### src/rtl/txn_id_router_pkg.sv
package txn_id_router_pkg;

    // Mask with the low w bits set (w up to 32).
    function automatic logic [31:0] low_mask(input int unsigned w);
        if (w == 0) begin
            return 32'h0;
        end
        return 32'hFFFF_FFFF >> (32 - w);
    endfunction

endpackage

### src/rtl/txn_id_prefix.sv
module txn_id_prefix
    import txn_id_router_pkg::*;
#(
    parameter int unsigned NUM_SLOTS = 4,
    parameter int unsigned ID_W      = 8,
    parameter int unsigned THR_MAX   = 4,
    parameter logic [NUM_SLOTS*ID_W-1:0] BASE_IDS   = '0,
    parameter logic [NUM_SLOTS*8-1:0]    THR_WIDTHS = '0
) (
    input  logic [NUM_SLOTS*THR_MAX-1:0] thr_i,
    output logic [NUM_SLOTS*ID_W-1:0]    id_o
);

    for (genvar s = 0; s < NUM_SLOTS; s++) begin : g_slot
        localparam int unsigned       TW   = int'(THR_WIDTHS[s*8 +: 8]);
        localparam logic [ID_W-1:0]   BASE = BASE_IDS[s*ID_W +: ID_W];
        localparam logic [THR_MAX-1:0] KEEP = THR_MAX'(low_mask(TW));

        logic [THR_MAX-1:0] kept;

        // Bits above the slot's width are masked off, so a width-0 slot
        // contributes nothing but its base.
        always_comb begin
            kept = thr_i[s*THR_MAX +: THR_MAX] & KEEP;
        end

        assign id_o[s*ID_W +: ID_W] = BASE | ID_W'(kept);
    end

endmodule

### src/rtl/txn_id_decode.sv
module txn_id_decode
    import txn_id_router_pkg::*;
#(
    parameter int unsigned NUM_SLOTS = 4,
    parameter int unsigned ID_W      = 8,
    parameter int unsigned THR_MAX   = 4,
    parameter logic [NUM_SLOTS*ID_W-1:0] BASE_IDS   = '0,
    parameter logic [NUM_SLOTS*8-1:0]    THR_WIDTHS = '0
) (
    input  logic                 valid_i,
    input  logic [ID_W-1:0]      id_i,
    output logic [NUM_SLOTS-1:0] sel_o,
    output logic                 miss_o,
    output logic [THR_MAX-1:0]   thr_o
);

    logic [NUM_SLOTS-1:0]         hit;
    logic [NUM_SLOTS*THR_MAX-1:0] thr_part;

    for (genvar s = 0; s < NUM_SLOTS; s++) begin : g_match
        localparam int unsigned        TW    = int'(THR_WIDTHS[s*8 +: 8]);
        localparam logic [ID_W-1:0]    BASE  = BASE_IDS[s*ID_W +: ID_W];
        localparam logic [ID_W-1:0]    TAGM  = ~ID_W'(low_mask(TW));
        localparam logic [THR_MAX-1:0] LOWM  = THR_MAX'(low_mask(TW));

        // Tag compare: only the bits at and above the slot's thread width.
        assign hit[s] = valid_i && ((id_i & TAGM) == (BASE & TAGM));
        assign thr_part[s*THR_MAX +: THR_MAX] =
            hit[s] ? (id_i[THR_MAX-1:0] & LOWM) : '0;
    end

    // Ranges never overlap, so at most one part is non-zero: OR-merge.
    always_comb begin
        thr_o = '0;
        for (int s = 0; s < NUM_SLOTS; s++) begin
            thr_o = thr_o | thr_part[s*THR_MAX +: THR_MAX];
        end
    end

    assign sel_o  = hit;
    assign miss_o = valid_i && (hit == '0);

endmodule

### src/rtl/txn_id_router.sv
module txn_id_router
#(
    parameter int unsigned NUM_SLOTS = 4,
    parameter int unsigned ID_W      = 8,
    parameter int unsigned THR_MAX   = 4,
    parameter logic [NUM_SLOTS*ID_W-1:0] BASE_IDS   = {8'h20, 8'h14, 8'h10, 8'h00},
    parameter logic [NUM_SLOTS*8-1:0]    THR_WIDTHS = {8'd3, 8'd2, 8'd0, 8'd4}
) (
    input  logic                         clk_i,
    input  logic                         rst_i,
    input  logic [NUM_SLOTS*THR_MAX-1:0] wr_thr_i,
    input  logic [NUM_SLOTS*THR_MAX-1:0] rd_thr_i,
    output logic [NUM_SLOTS*ID_W-1:0]    wr_id_o,
    output logic [NUM_SLOTS*ID_W-1:0]    rd_id_o,
    input  logic                         b_valid_i,
    input  logic [ID_W-1:0]              b_id_i,
    output logic [NUM_SLOTS-1:0]         b_sel_o,
    output logic                         b_miss_o,
    output logic [THR_MAX-1:0]           b_thr_o,
    input  logic                         r_valid_i,
    input  logic [ID_W-1:0]              r_id_i,
    output logic [NUM_SLOTS-1:0]         r_sel_o,
    output logic                         r_miss_o,
    output logic [THR_MAX-1:0]           r_thr_o
);

    localparam int unsigned FULL_W = NUM_SLOTS * ID_W;

    typedef struct packed {
        logic [FULL_W-1:0]    wr_id;
        logic [FULL_W-1:0]    rd_id;
        logic [NUM_SLOTS-1:0] b_sel;
        logic                 b_miss;
        logic [THR_MAX-1:0]   b_thr;
        logic [NUM_SLOTS-1:0] r_sel;
        logic                 r_miss;
        logic [THR_MAX-1:0]   r_thr;
    } state_t;

    state_t st_d, st_q;

    logic [FULL_W-1:0]    wr_full, rd_full;
    logic [NUM_SLOTS-1:0] b_sel_c, r_sel_c;
    logic                 b_miss_c, r_miss_c;
    logic [THR_MAX-1:0]   b_thr_c, r_thr_c;

    txn_id_prefix #(
        .NUM_SLOTS(NUM_SLOTS), .ID_W(ID_W), .THR_MAX(THR_MAX),
        .BASE_IDS(BASE_IDS), .THR_WIDTHS(THR_WIDTHS)
    ) u_wr_prefix (
        .thr_i(wr_thr_i),
        .id_o (wr_full)
    );

    txn_id_prefix #(
        .NUM_SLOTS(NUM_SLOTS), .ID_W(ID_W), .THR_MAX(THR_MAX),
        .BASE_IDS(BASE_IDS), .THR_WIDTHS(THR_WIDTHS)
    ) u_rd_prefix (
        .thr_i(rd_thr_i),
        .id_o (rd_full)
    );

    txn_id_decode #(
        .NUM_SLOTS(NUM_SLOTS), .ID_W(ID_W), .THR_MAX(THR_MAX),
        .BASE_IDS(BASE_IDS), .THR_WIDTHS(THR_WIDTHS)
    ) u_b_decode (
        .valid_i(b_valid_i),
        .id_i   (b_id_i),
        .sel_o  (b_sel_c),
        .miss_o (b_miss_c),
        .thr_o  (b_thr_c)
    );

    txn_id_decode #(
        .NUM_SLOTS(NUM_SLOTS), .ID_W(ID_W), .THR_MAX(THR_MAX),
        .BASE_IDS(BASE_IDS), .THR_WIDTHS(THR_WIDTHS)
    ) u_r_decode (
        .valid_i(r_valid_i),
        .id_i   (r_id_i),
        .sel_o  (r_sel_c),
        .miss_o (r_miss_c),
        .thr_o  (r_thr_c)
    );

    always_comb begin
        st_d        = st_q;
        st_d.wr_id  = wr_full;
        st_d.rd_id  = rd_full;
        st_d.b_sel  = b_sel_c;
        st_d.b_miss = b_miss_c;
        st_d.b_thr  = b_thr_c;
        st_d.r_sel  = r_sel_c;
        st_d.r_miss = r_miss_c;
        st_d.r_thr  = r_thr_c;
    end

    always_ff @(posedge clk_i) begin
        if (rst_i) begin
            st_q <= '0;
        end else begin
            st_q <= st_d;
        end
    end

    assign wr_id_o  = st_q.wr_id;
    assign rd_id_o  = st_q.rd_id;
    assign b_sel_o  = st_q.b_sel;
    assign b_miss_o = st_q.b_miss;
    assign b_thr_o  = st_q.b_thr;
    assign r_sel_o  = st_q.r_sel;
    assign r_miss_o = st_q.r_miss;
    assign r_thr_o  = st_q.r_thr;

endmodule

### config.mk
export PLATFORM = sky130hd
export DESIGN_NAME = txn_id_router
export DESIGN_NICKNAME = d
export VERILOG_FILES = /design/src/rtl/txn_id_router_pkg.sv /design/src/rtl/txn_id_prefix.sv /design/src/rtl/txn_id_decode.sv /design/src/rtl/txn_id_router.sv
export SDC_FILE = /design/constraint.sdc
export NUM_CORES = 1
export LEC_CHECK = 0
export ABC_AREA = 1
export BUFFER_PORTS_ARGS = -buffer_cell sky130_fd_sc_hd__buf_2
export CORE_ASPECT_RATIO = 1.75
export CORE_UTILIZATION = 45
export DETAILED_ROUTE_END_ITERATION = 8
export GPL_TIMING_DRIVEN = 0
export PLACE_DENSITY = 0.86
export SYNTH_ARGS = -nofsm -noshare
export SYNTH_HDL_FRONTEND = slang
export SYNTH_HIERARCHICAL = 1
export SYNTH_SLANG_ARGS = --single-unit
### constraint.sdc
create_clock -name clk_i -period 0.8 [get_ports clk_i]
set_input_delay 0.12 -clock clk_i [delete_from_list [all_inputs] [get_ports clk_i]]
set_output_delay 0.12 -clock clk_i [all_outputs]
set_load 0.01 [all_outputs]
==> results of run 1 <==
## repair_timing
action	in CTS	in global routing
gates resized for setup	30	42
hold buffers	14	1
pin swaps	0	0
endpoints found under the setup margin	82	82
gates cloned	0	0
hold endpoints to repair	14	1
## report_power, final
part           leakage [nW]  switching, W  total, W  internal, W
Sequential            0.691     0.0000651   0.00435      0.00428
Clock                 0.162       0.00153   0.00433      0.00279
Combinational          1.77      0.000520   0.00115     0.000629
Total                  2.62       0.00212   0.00983      0.00771
## state kept, by name (all words and copies together), names as in the netlist
name / flops
b_miss_o: 1
b_sel_o: 4
b_thr_o: 4
r_miss_o: 1
r_sel_o: 4
r_thr_o: 4
rd_id_o: 32
wr_id_o: 32
## worst max-delay path by stage
stage	end	cells past startpoint	startpoint
after global placement	r_thr_o[1]	8	r_id_i[7]
after detailed placement	r_thr_o[1]	8	r_id_i[7]
final	wr_id_o[2]	1	wr_id_o[2]
after CTS	wr_id_o[12]	1	wr_id_o[12]
after floorplan	b_miss_o	7	b_id_i[1]
after global routing	wr_id_o[10]	1	wr_id_o[10]
## routing by layer
metal / wire length [um] / vias up
met5: 0 / -
met4: 240 / 0
met3: 362 / 22
li1: - / 1365
met2: 4120 / 94
met1: 2210 / 1117
## cell usage after synthesis (all sizes together)
library cell	count
a21oi	2
buf	65
clkbuf	8
conb	4
dfxtp	82
inv	102
nand2	20
nand3	10
nand4	8
nor2	102
or2	2
## worst min-delay path: cells and delay by family
| kind | cells | cell delay [ns] |
|---|---|---|
| buf+inv | 2 | 0.11 |
| simple gates | 1 | 0.08 |
## cells by family after synthesis
family                 after synthesis
buffers and inverters              175
AND/OR/NAND/NOR                    142
flip-flops                          82
other                                4
AO/OA/AOI/OAI                        2
## final cells by class
class	count	area, um^2	share of cell area (%)
buffer	73	602	12.6
clock buffer	10	239	4.99
clock inverter	6	80.1	1.67
inverter	102	383	7.99
multi-input combinational	190	818	17.1
sequential	82	1690	35.2
tap	84	105	2.19
timing repair buffer	115	876	18.3
## stage by stage
| stage | power [W] | setup WS [ns] |
|---|---|---|
| after CTS | 0.00981 | -0.115 |
| final | 0.00983 | -0.104 |
| after detailed placement | 0.00537 | -0.155 |
| after global placement | 0.00534 | -0.116 |
| after floorplan | 0.00506 | 0.0761 |
| after global routing | 0.0102 | -0.152 |
==> impl_metrics.env, run 1 <==
export IMPL_grt_pass1_wl_um=9830
export IMPL_post_drt_wl_per_cell_um=10.5
export IMPL_clockRootBuffer="clkbuf_16"
export IMPL_num_rows=40
export IMPL_drv_cap=0
export IMPL_finalHoldViolCount=0
export IMPL_yosys_area_share_simple_pct=19.3
export IMPL_synthMuxAreaShare_pct=0
export IMPL_ant_nets=0
export IMPL_min_path_cells=3
export IMPL_antennaDiodeCount=0
export IMPL_ios=134
export IMPL_finalSetupViolCount=82
export IMPL_min_period_ns=0.904
export IMPL_netlist_area_leader_share_pct=49.9
export IMPL_busiest_layer="met2"
export IMPL_gr_usage_met3_pct=5.85
export IMPL_drive_gt1_share_pct=42.0
export IMPL_peakVddDrop_v=0.00130
export IMPL_endpoint_kind="output port"
export IMPL_grt_use_total_pct=17.6
export IMPL_setup_slack_ns=-0.104
export IMPL_grt_max_degree=14
export IMPL_synth_compound_gate_area_share_pct=0.305
export IMPL_cts_tree="built"
export IMPL_wirelength_um=6930
export IMPL_die_y_um=115
export IMPL_drc=0
export IMPL_cp_data_required_time_ns=0.68
export IMPL_postSynthCellCount=405
export IMPL_vias=2598
export IMPL_drv_slew=0
export IMPL_synthToLayoutAreaGrowth_pct=45.7
export IMPL_synth_distinct_cells=17
export IMPL_antenna_found_initial=0
export IMPL_nFillCells=507
export IMPL_path_clk_slew_ns=0.06
export IMPL_start_util_pct=47.2
export IMPL_avgViaCountPerCell=3.92
export IMPL_cp_start_kind="flip-flop"
export IMPL_h_tree_depth=3
export IMPL_clockBufferDepth=2
export IMPL_hpwl_um=4620
export IMPL_drtIter0Drc=71
export IMPL_critPathSlowestCell="dfxtp_1"
export IMPL_ys_seq_area_share_pct=49.9
export IMPL_netlist_top_cells_area="dfxtp_1 50%, buf_4 15%, inv_1 11%, nor2_1 11%, clkbuf_8 3.3%"
export IMPL_dieArea_mm2=0.00766
export IMPL_cp_max_fo=1
export IMPL_layout_common_cells="98 x inv_1, 98 x nor2_1, 64 x buf_2, 64 x buf_4"
export IMPL_die_w_um=66.6
export IMPL_cts_setup_buffers=0
export IMPL_violations="negative setup slack"
export IMPL_synth_area_per_cell_um2=8.12
export IMPL_holdWs_ns=0.0146
export IMPL_synth_top_family_by_area="buffers and inverters"
export IMPL_dp_cells=631
export IMPL_numPortBuffers=100
export IMPL_hold_class="in2reg"
export IMPL_use_met1_pct=13.2
export IMPL_coreArea_mm2=0.00696
export IMPL_leakage_nw=2.62
export IMPL_min_from="wr_thr_i[13]"
export IMPL_syn_area_mm2=0.00329
export IMPL_synth_xor_area_share_pct=0
export IMPL_synthAdderAreaFrac_pct=0
export IMPL_grt_pass1_vias=2412
export IMPL_rsz0062_at_grt="true"
export IMPL_synth_warnings=6
export IMPL_ys_ff_latch=82
export IMPL_yosysTopAreaCell="dfxtp_1"
export IMPL_fin_crit_sh_pct=113
export IMPL_crit_arrival_ns=0.78
export IMPL_met2_usage_pct=34.8
export IMPL_path_class="reg2out"
export IMPL_final_nets=625
export IMPL_max_stage_delay_ns=0.32
export IMPL_hold_path_end="wr_id_o[25]"
export IMPL_fmax_mhz=1110
export IMPL_power_density_mw_per_mm2=2050
export IMPL_first_pass_iters=4
export IMPL_crit_chain="buf_2"
export IMPL_fin_cells=662
export IMPL_design_area_mm2=0.00479
export IMPL_setup_tns_ns=-6.32
export IMPL_dpl_cell_area_mm2=0.00405
export IMPL_cts_sinks=82
export IMPL_outcome="finished with violations"
export IMPL_grt_overflow=0
export IMPL_crit_family="flip-flops"
export IMPL_place_congestion=0.779
export IMPL_crit_buf_inv=1
export IMPL_finish_utilization_pct=68.8
export IMPL_numCtsBuffers=9
(Power assumes the default switching activity.)
==> inputs of run 2 (changes only) <==
--- a/config.mk
+++ b/config.mk
@@ -7,3 +7,2 @@
 export LEC_CHECK = 0
-export ABC_AREA = 1
 export BUFFER_PORTS_ARGS = -buffer_cell sky130_fd_sc_hd__buf_2
==> constraint.sdc (replaced) <==
create_clock -name clk_i -period 0.8 [get_ports clk_i]
set_input_delay 0.2 -clock clk_i [delete_from_list [all_inputs] [get_ports clk_i]]
set_output_delay 0.2 -clock clk_i [all_outputs]
set_load 0.05 [all_outputs]
==> run 2 against run 1 <==
The flow still finishes with violations (negative setup slack); combinational power increased by 77%; global-route usage increased by 1.8 points; via count decreased by 13%; synthesized cell count decreased by 29%; sequential power increased by 2%; power increased by 8.0%; utilization increased by 5.6 points; cell count decreased by 20%; fmax decreased by 13%; die area increased by 0.74%; sequential share of layout area decreased by 2.6 points; flip-flop and latch count unchanged; largest power group unchanged.
==> impl_metrics.env, run 2 <==
export IMPL_outcome="finished with violations"
export IMPL_violations="negative setup slack"
export IMPL_fin_cells=531
export IMPL_crit_arrival_ns=0.84
export IMPL_postSynthCellCount=287
export IMPL_cts_sinks=82
export IMPL_p_sw_w=0.00277
export IMPL_synth_area_per_cell_um2=11.5
export IMPL_max_stage_delay_ns=0.35
export IMPL_synth_warnings=6
export IMPL_ios=134
export IMPL_wirelength_um=7330
export IMPL_antenna_found_initial=0
export IMPL_drtIter0Drc=50
export IMPL_drv_cap=0
export IMPL_path_class="reg2out"
export IMPL_final_common_cell="dfxtp_2"
export IMPL_crit_buf_inv=1
export IMPL_synth_commonest_cells="82 x dfxtp_1, 80 x nor2b_2, 64 x buf_4"
export IMPL_cp_max_fo=1
export IMPL_dpl_cell_area_mm2=0.00409
export IMPL_grt_pass1_vias=2222
export IMPL_place_congestion=0.755
export IMPL_yosysTopAreaCell="dfxtp_1"
export IMPL_design_area_mm2=0.00535
export IMPL_hpwl_um=4290
export IMPL_crit_chain="buf_8"
export IMPL_leakage_nw=2.43
export IMPL_numCtsBuffers=9
export IMPL_synth_edff_count=0
export IMPL_avgViaCountPerCell=4.24
export IMPL_critPathSlowestCell="dfxtp_2"
export IMPL_first_pass_iters=4
export IMPL_fmax_mhz=962
export IMPL_vias=2250
export IMPL_setup_slack_ns=-0.240
export IMPL_dieArea_mm2=0.00772
export IMPL_ant_nets=0
export IMPL_grt_use_total_pct=19.4
export IMPL_die_y_um=115
export IMPL_clockRootBuffer="clkbuf_16"
export IMPL_dp_cells=515
export IMPL_p_comb_share_pct=19.2
export IMPL_synth_compound_gate_area_share_pct=4.08
export IMPL_synth_ff_type="dfxtp_1"
export IMPL_yosys_area_share_simple_pct=28.1
export IMPL_die_w_um=66.9
export IMPL_coreArea_mm2=0.00718
export IMPL_finalSetupViolCount=90
export IMPL_switching_share_pct=26.1
export IMPL_cts_tree="built"
export IMPL_cp_start_kind="flip-flop"
export IMPL_pwr_share_clk_pct=39.1
export IMPL_synthToLayoutAreaGrowth_pct=61.5
export IMPL_grt_max_degree=14
export IMPL_hold_class="in2reg"
export IMPL_clockBufferDepth=2
export IMPL_cp_data_required_time_ns=0.60
export IMPL_drive_gt1_share_pct=82.9
export IMPL_syn_area_mm2=0.00331
export IMPL_fin_crit_sh_pct=130
export IMPL_num_rows=41
export IMPL_peakVddDrop_v=0.00124
export IMPL_p_seq_share_pct=41.7
export IMPL_min_period_ns=1.04
export IMPL_numPortBuffers=100
export IMPL_async_flop_share_pct=0
export IMPL_netlist_area_leader_share_pct=49.6
export IMPL_dp_slack_ns=-0.416
export IMPL_rsz0062_at_grt="true"
export IMPL_grt_overflow=0
export IMPL_antennaDiodeCount=0
export IMPL_ys_ff_latch=82
export IMPL_netlist_top_cells_area="dfxtp_1 50%, nor2b_2 21%, buf_4 15%, buf_6 3.1%, a2111oi_4 1.7%"
export IMPL_synth_xor_area_share_pct=0
export IMPL_start_util_pct=46.1
export IMPL_drv_slew=0
export IMPL_finalHoldViolCount=0
export IMPL_synthAdderAreaFrac_pct=0
export IMPL_synth_top_family_by_area="simple AND/OR/NAND/NOR gates"
export IMPL_cts_setup_buffers=0
export IMPL_path_clk_slew_ns=0.06
export IMPL_post_drt_wl_per_cell_um=13.8
export IMPL_drc=0
export IMPL_crit_family="flip-flops"
export IMPL_yosysMostFrequentCell="dfxtp_1"
export IMPL_layout_common_cells="82 x dfxtp_2, 78 x nor2b_2, 67 x buf_8, 65 x buf_4, 46 x conb_1"
export IMPL_final_nets=492
export IMPL_grt_pass1_wl_um=10600
export IMPL_h_tree_depth=3
export IMPL_synthMuxAreaShare_pct=0
export IMPL_internal_power_w=0.00784
export IMPL_ys_seq_area_share_pct=49.6
export IMPL_endpoint_kind="output port"
export IMPL_power_density_mw_per_mm2=1980
export IMPL_hold_buffers=0
export IMPL_synth_distinct_cells=23
==> run 2: cell types whose count changed in the layout (fill, tap and decap cells not counted), moves of 12 or more <==
cell	before	now
buf_2	64	12
nand2_1	18	6
nor2b_2	0	78
inv_1	98	2
dlygate4sd3_1	15	0
buf_8	0	67
dfxtp_2	36	82
nor2_1	98	4
dfxtp_1	46	0
==> run 2: metal layers <==
metal	routed length [um]	vias to the layer above	share of wire [%]	track usage, %
met2	4490	89	61	38.5
met4	316	0	4.3	12.6
met3	375	25	5.1	5.81
met5	0	-	0	0
met1	2150	1051	29	15.0
li1	-	1085	-	-
==> run 2: worst paths after layout <==
path                        start          to  slack (ns)  cells after the start
worst max-delay path   wr_id_o[0]  wr_id_o[0]       -0.24                      1
worst min-delay path  rd_thr_i[2]  rd_id_o[2]        0.08                      2
==> run 2: power groups by stage <==
stage	Combinational, W	Clock [W]	Sequential [W]
final	0.00204	0.00414	0.00443
after CTS	0.00192	0.00423	0.00441
after detailed placement	0.00161	0	0.00440
after global routing	0.00213	0.00442	0.00444
after global placement	0.00158	0	0.00440
after floorplan	0.000611	0	0.00506
==> run 2: layout make-up <==
class                   count  area, um^2
plain buffers              73         582
clock inverters             4        50.0
inverters                   2        7.51
well taps                  86         108
fillers                   427        1830
flip-flops and latches     82        1740
multi-input cells         172        1300
clock buffers              12         256
repair buffers            100        1300
==> run 2: timing repair <==
action,4_1_cts,5_1_grt
gates resized for setup,293,41
cloned,0,0
pin swaps,6,1
setup endpoints to repair,90,91
==> run 2: kinds of logic (layout without fill, tap and decap cells) <==
kind of cell	Yosys count	after routing
DFF	82	82
other	4	46
buffers and inverters	75	191
AOI/OAI and AO/OA	14	14
and+or+nand+nor	112	112
==> run 2: through the flow <==
step / hold WS, ns / utilization, % / setup TNS, ns / total power (W)
after floorplan: 0.401 / - / -2.05 / 0.00567
after global placement: 0.411 / 57.0 / -5.34 / 0.00598
after detailed placement: 0.415 / 57.0 / -5.79 / 0.00601
after CTS: 0.0606 / 72.3 / -18.05 / 0.0106
after global routing: 0.0690 / 74.5 / -19.45 / 0.0110
final: 0.0795 / 74.5 / -17.03 / 0.0106
==> inputs of run 3 (changes only) <==
CORE_UTILIZATION = 53   (was 45)
PLACE_DENSITY = 0.95   (was 0.86)
clock period = 1.3 ns   (was 0.8 ns; I/O delays follow)
==> run 3 against run 2 <==
The run now ends clean; largest cell class is now flip-flops and latches; clock power is 58% lower; via count decreased by 5.2%; die area decreased by 15%; count of clock-buffer cells in the layout up 1; global-route usage grew 0.17 points; highest routed layer unchanged; critical endpoint is now r_thr_o[0].
==> impl_metrics.env, run 3 (same netlist as run 2, synthesis figures left out) <==
export IMPL_drc=0
export IMPL_crit_buf_inv=1
export IMPL_setup_slack_ns=0.0407
export IMPL_grt_overflow=0
export IMPL_peakVddDrop_v=0.000759
export IMPL_drv_cap=0
export IMPL_path_class="reg2out"
export IMPL_cts_tree="built"
export IMPL_fin_cells=522
export IMPL_die_w_um=61.8
export IMPL_critPathSlowestCell="dfxtp_1"
export IMPL_hold_path_end="wr_id_o[16]"
export IMPL_cp_data_required_time_ns=0.98
export IMPL_final_nets=492
export IMPL_h_tree_depth=3
export IMPL_fin_crit_sh_pct=96.9
export IMPL_drtIter0Drc=58
export IMPL_leakage_nw=2.13
export IMPL_cp_max_fo=1
export IMPL_dp_cells=507
export IMPL_holdWs_ns=0.179
export IMPL_layout_common_cells="82 x dfxtp_1, 80 x nor2b_2, 77 x buf_2, 64 x buf_4, 46 x conb_1"
export IMPL_power_density_mw_per_mm2=1250
export IMPL_crit_family="flip-flops"
export IMPL_grt_pass1_vias=2083
export IMPL_clockRootBuffer="clkbuf_8"
export IMPL_numCtsBuffers=9
export IMPL_hpwl_um=4560
export IMPL_endpoint_kind="output port"
export IMPL_hold_class="in2reg"
export IMPL_final_common_cell="dfxtp_1"
export IMPL_grt_pass1_wl_um=8940
export IMPL_synthToLayoutAreaGrowth_pct=30.2
export IMPL_antennaDiodeCount=0
export IMPL_wirelength_um=5970
export IMPL_coreArea_mm2=0.00597
export IMPL_fmax_mhz=794
export IMPL_cts_setup_buffers=0
export IMPL_drive_gt1_share_pct=62.8
export IMPL_start_util_pct=55.5
export IMPL_numPortBuffers=100
export IMPL_drv_slew=0
export IMPL_grt_max_degree=13
export IMPL_crit_start="r_thr_o[0]"
export IMPL_outcome="finished, final reports clean"
export IMPL_clockBufferDepth=2
export IMPL_grt_use_total_pct=19.5
export IMPL_min_period_ns=1.26
export IMPL_cp_start_kind="flip-flop"
export IMPL_max_stage_delay_ns=0.33
export IMPL_min_path_cells=2
export IMPL_vias=2133
export IMPL_ant_nets=0
export IMPL_die_y_um=107
export IMPL_dp_slack_ns=-0.0995
export IMPL_post_drt_wl_per_cell_um=11.4
export IMPL_path_clk_slew_ns=0.07
export IMPL_avgViaCountPerCell=4.09
export IMPL_power_w=0.00541
export IMPL_num_rows=37
export IMPL_crit_chain="buf_2"
export IMPL_crit_arrival_ns=0.93
export IMPL_dieArea_mm2=0.00658
export IMPL_min_from="wr_thr_i[8]"
export IMPL_antenna_found_initial=0
export IMPL_first_pass_iters=4
export IMPL_finalSetupViolCount=0
export IMPL_place_congestion=0.758
export IMPL_ios=134
export IMPL_cts_sinks=82
export IMPL_finalHoldViolCount=0
==> run 3: cell types whose count changed in the layout (fill, tap and decap cells not counted), sizes merged <==
cell | previous run | this run
buf | 173 | 150
clkbuf | 12 | 36
clkinv | 1 | 0
clkinvlp | 2 | 1
==> run 3: how the worst max path moves through the flow <==
stage	cells past startpoint	slack (ns)	to
floorplan	3	0.08	b_thr_o[2]
global placement	4	-0.08	b_thr_o[2]
detailed placement	4	-0.1	b_thr_o[2]
CTS	1	0.003	b_thr_o[0]
global route	1	-0.003	rd_id_o[25]
finish	1	0.04	r_thr_o[0]
==> run 3: layout make-up <==
class	count	area (um^2)
Buffer	73	582
Clock buffer	13	149
Clock inverter	2	37.5
Fill cell	428	1660
Inverter	2	7.51
Multi-Input combinational cell	172	1240
Sequential cell	82	1640
Tap cell	78	97.6
Timing Repair Buffer	100	558
==> run 3: timing repair <==
action                                  4_1_cts  5_1_grt
endpoints found under the setup margin        0       23
hold buffers                                  0        0
resized for setup                             0       23
==> run 3: per-layer routing <==
| layer | global-route usage, % | wire, um |
|---|---|---|
| met1 | 17.1 | 1990 |
| met5 | 0 | 0 |
| met4 | 12.1 | 255 |
| met2 | 35.0 | 3440 |
| met3 | 7.12 | 272 |
==> run 3: report_power, final <==
part	leakage (nW)	switching, W	internal, W
clock	0.0897	0.000820	0.000932
sequential	0.679	0.0000278	0.00262
combinational	1.36	0.000635	0.000370
total	2.13	0.00148	0.00393
==> run 3: per-stage QoR <==
stage	TNS (ns)	util (%)	instance area, um^2
finish	0	72.2	4310
detailed placement	-0.291	68.1	4070
floorplan	0	-	3470
global placement	-0.169	68.1	4070
CTS	0	71.2	4250
global route	-0.00285	72.2	4310
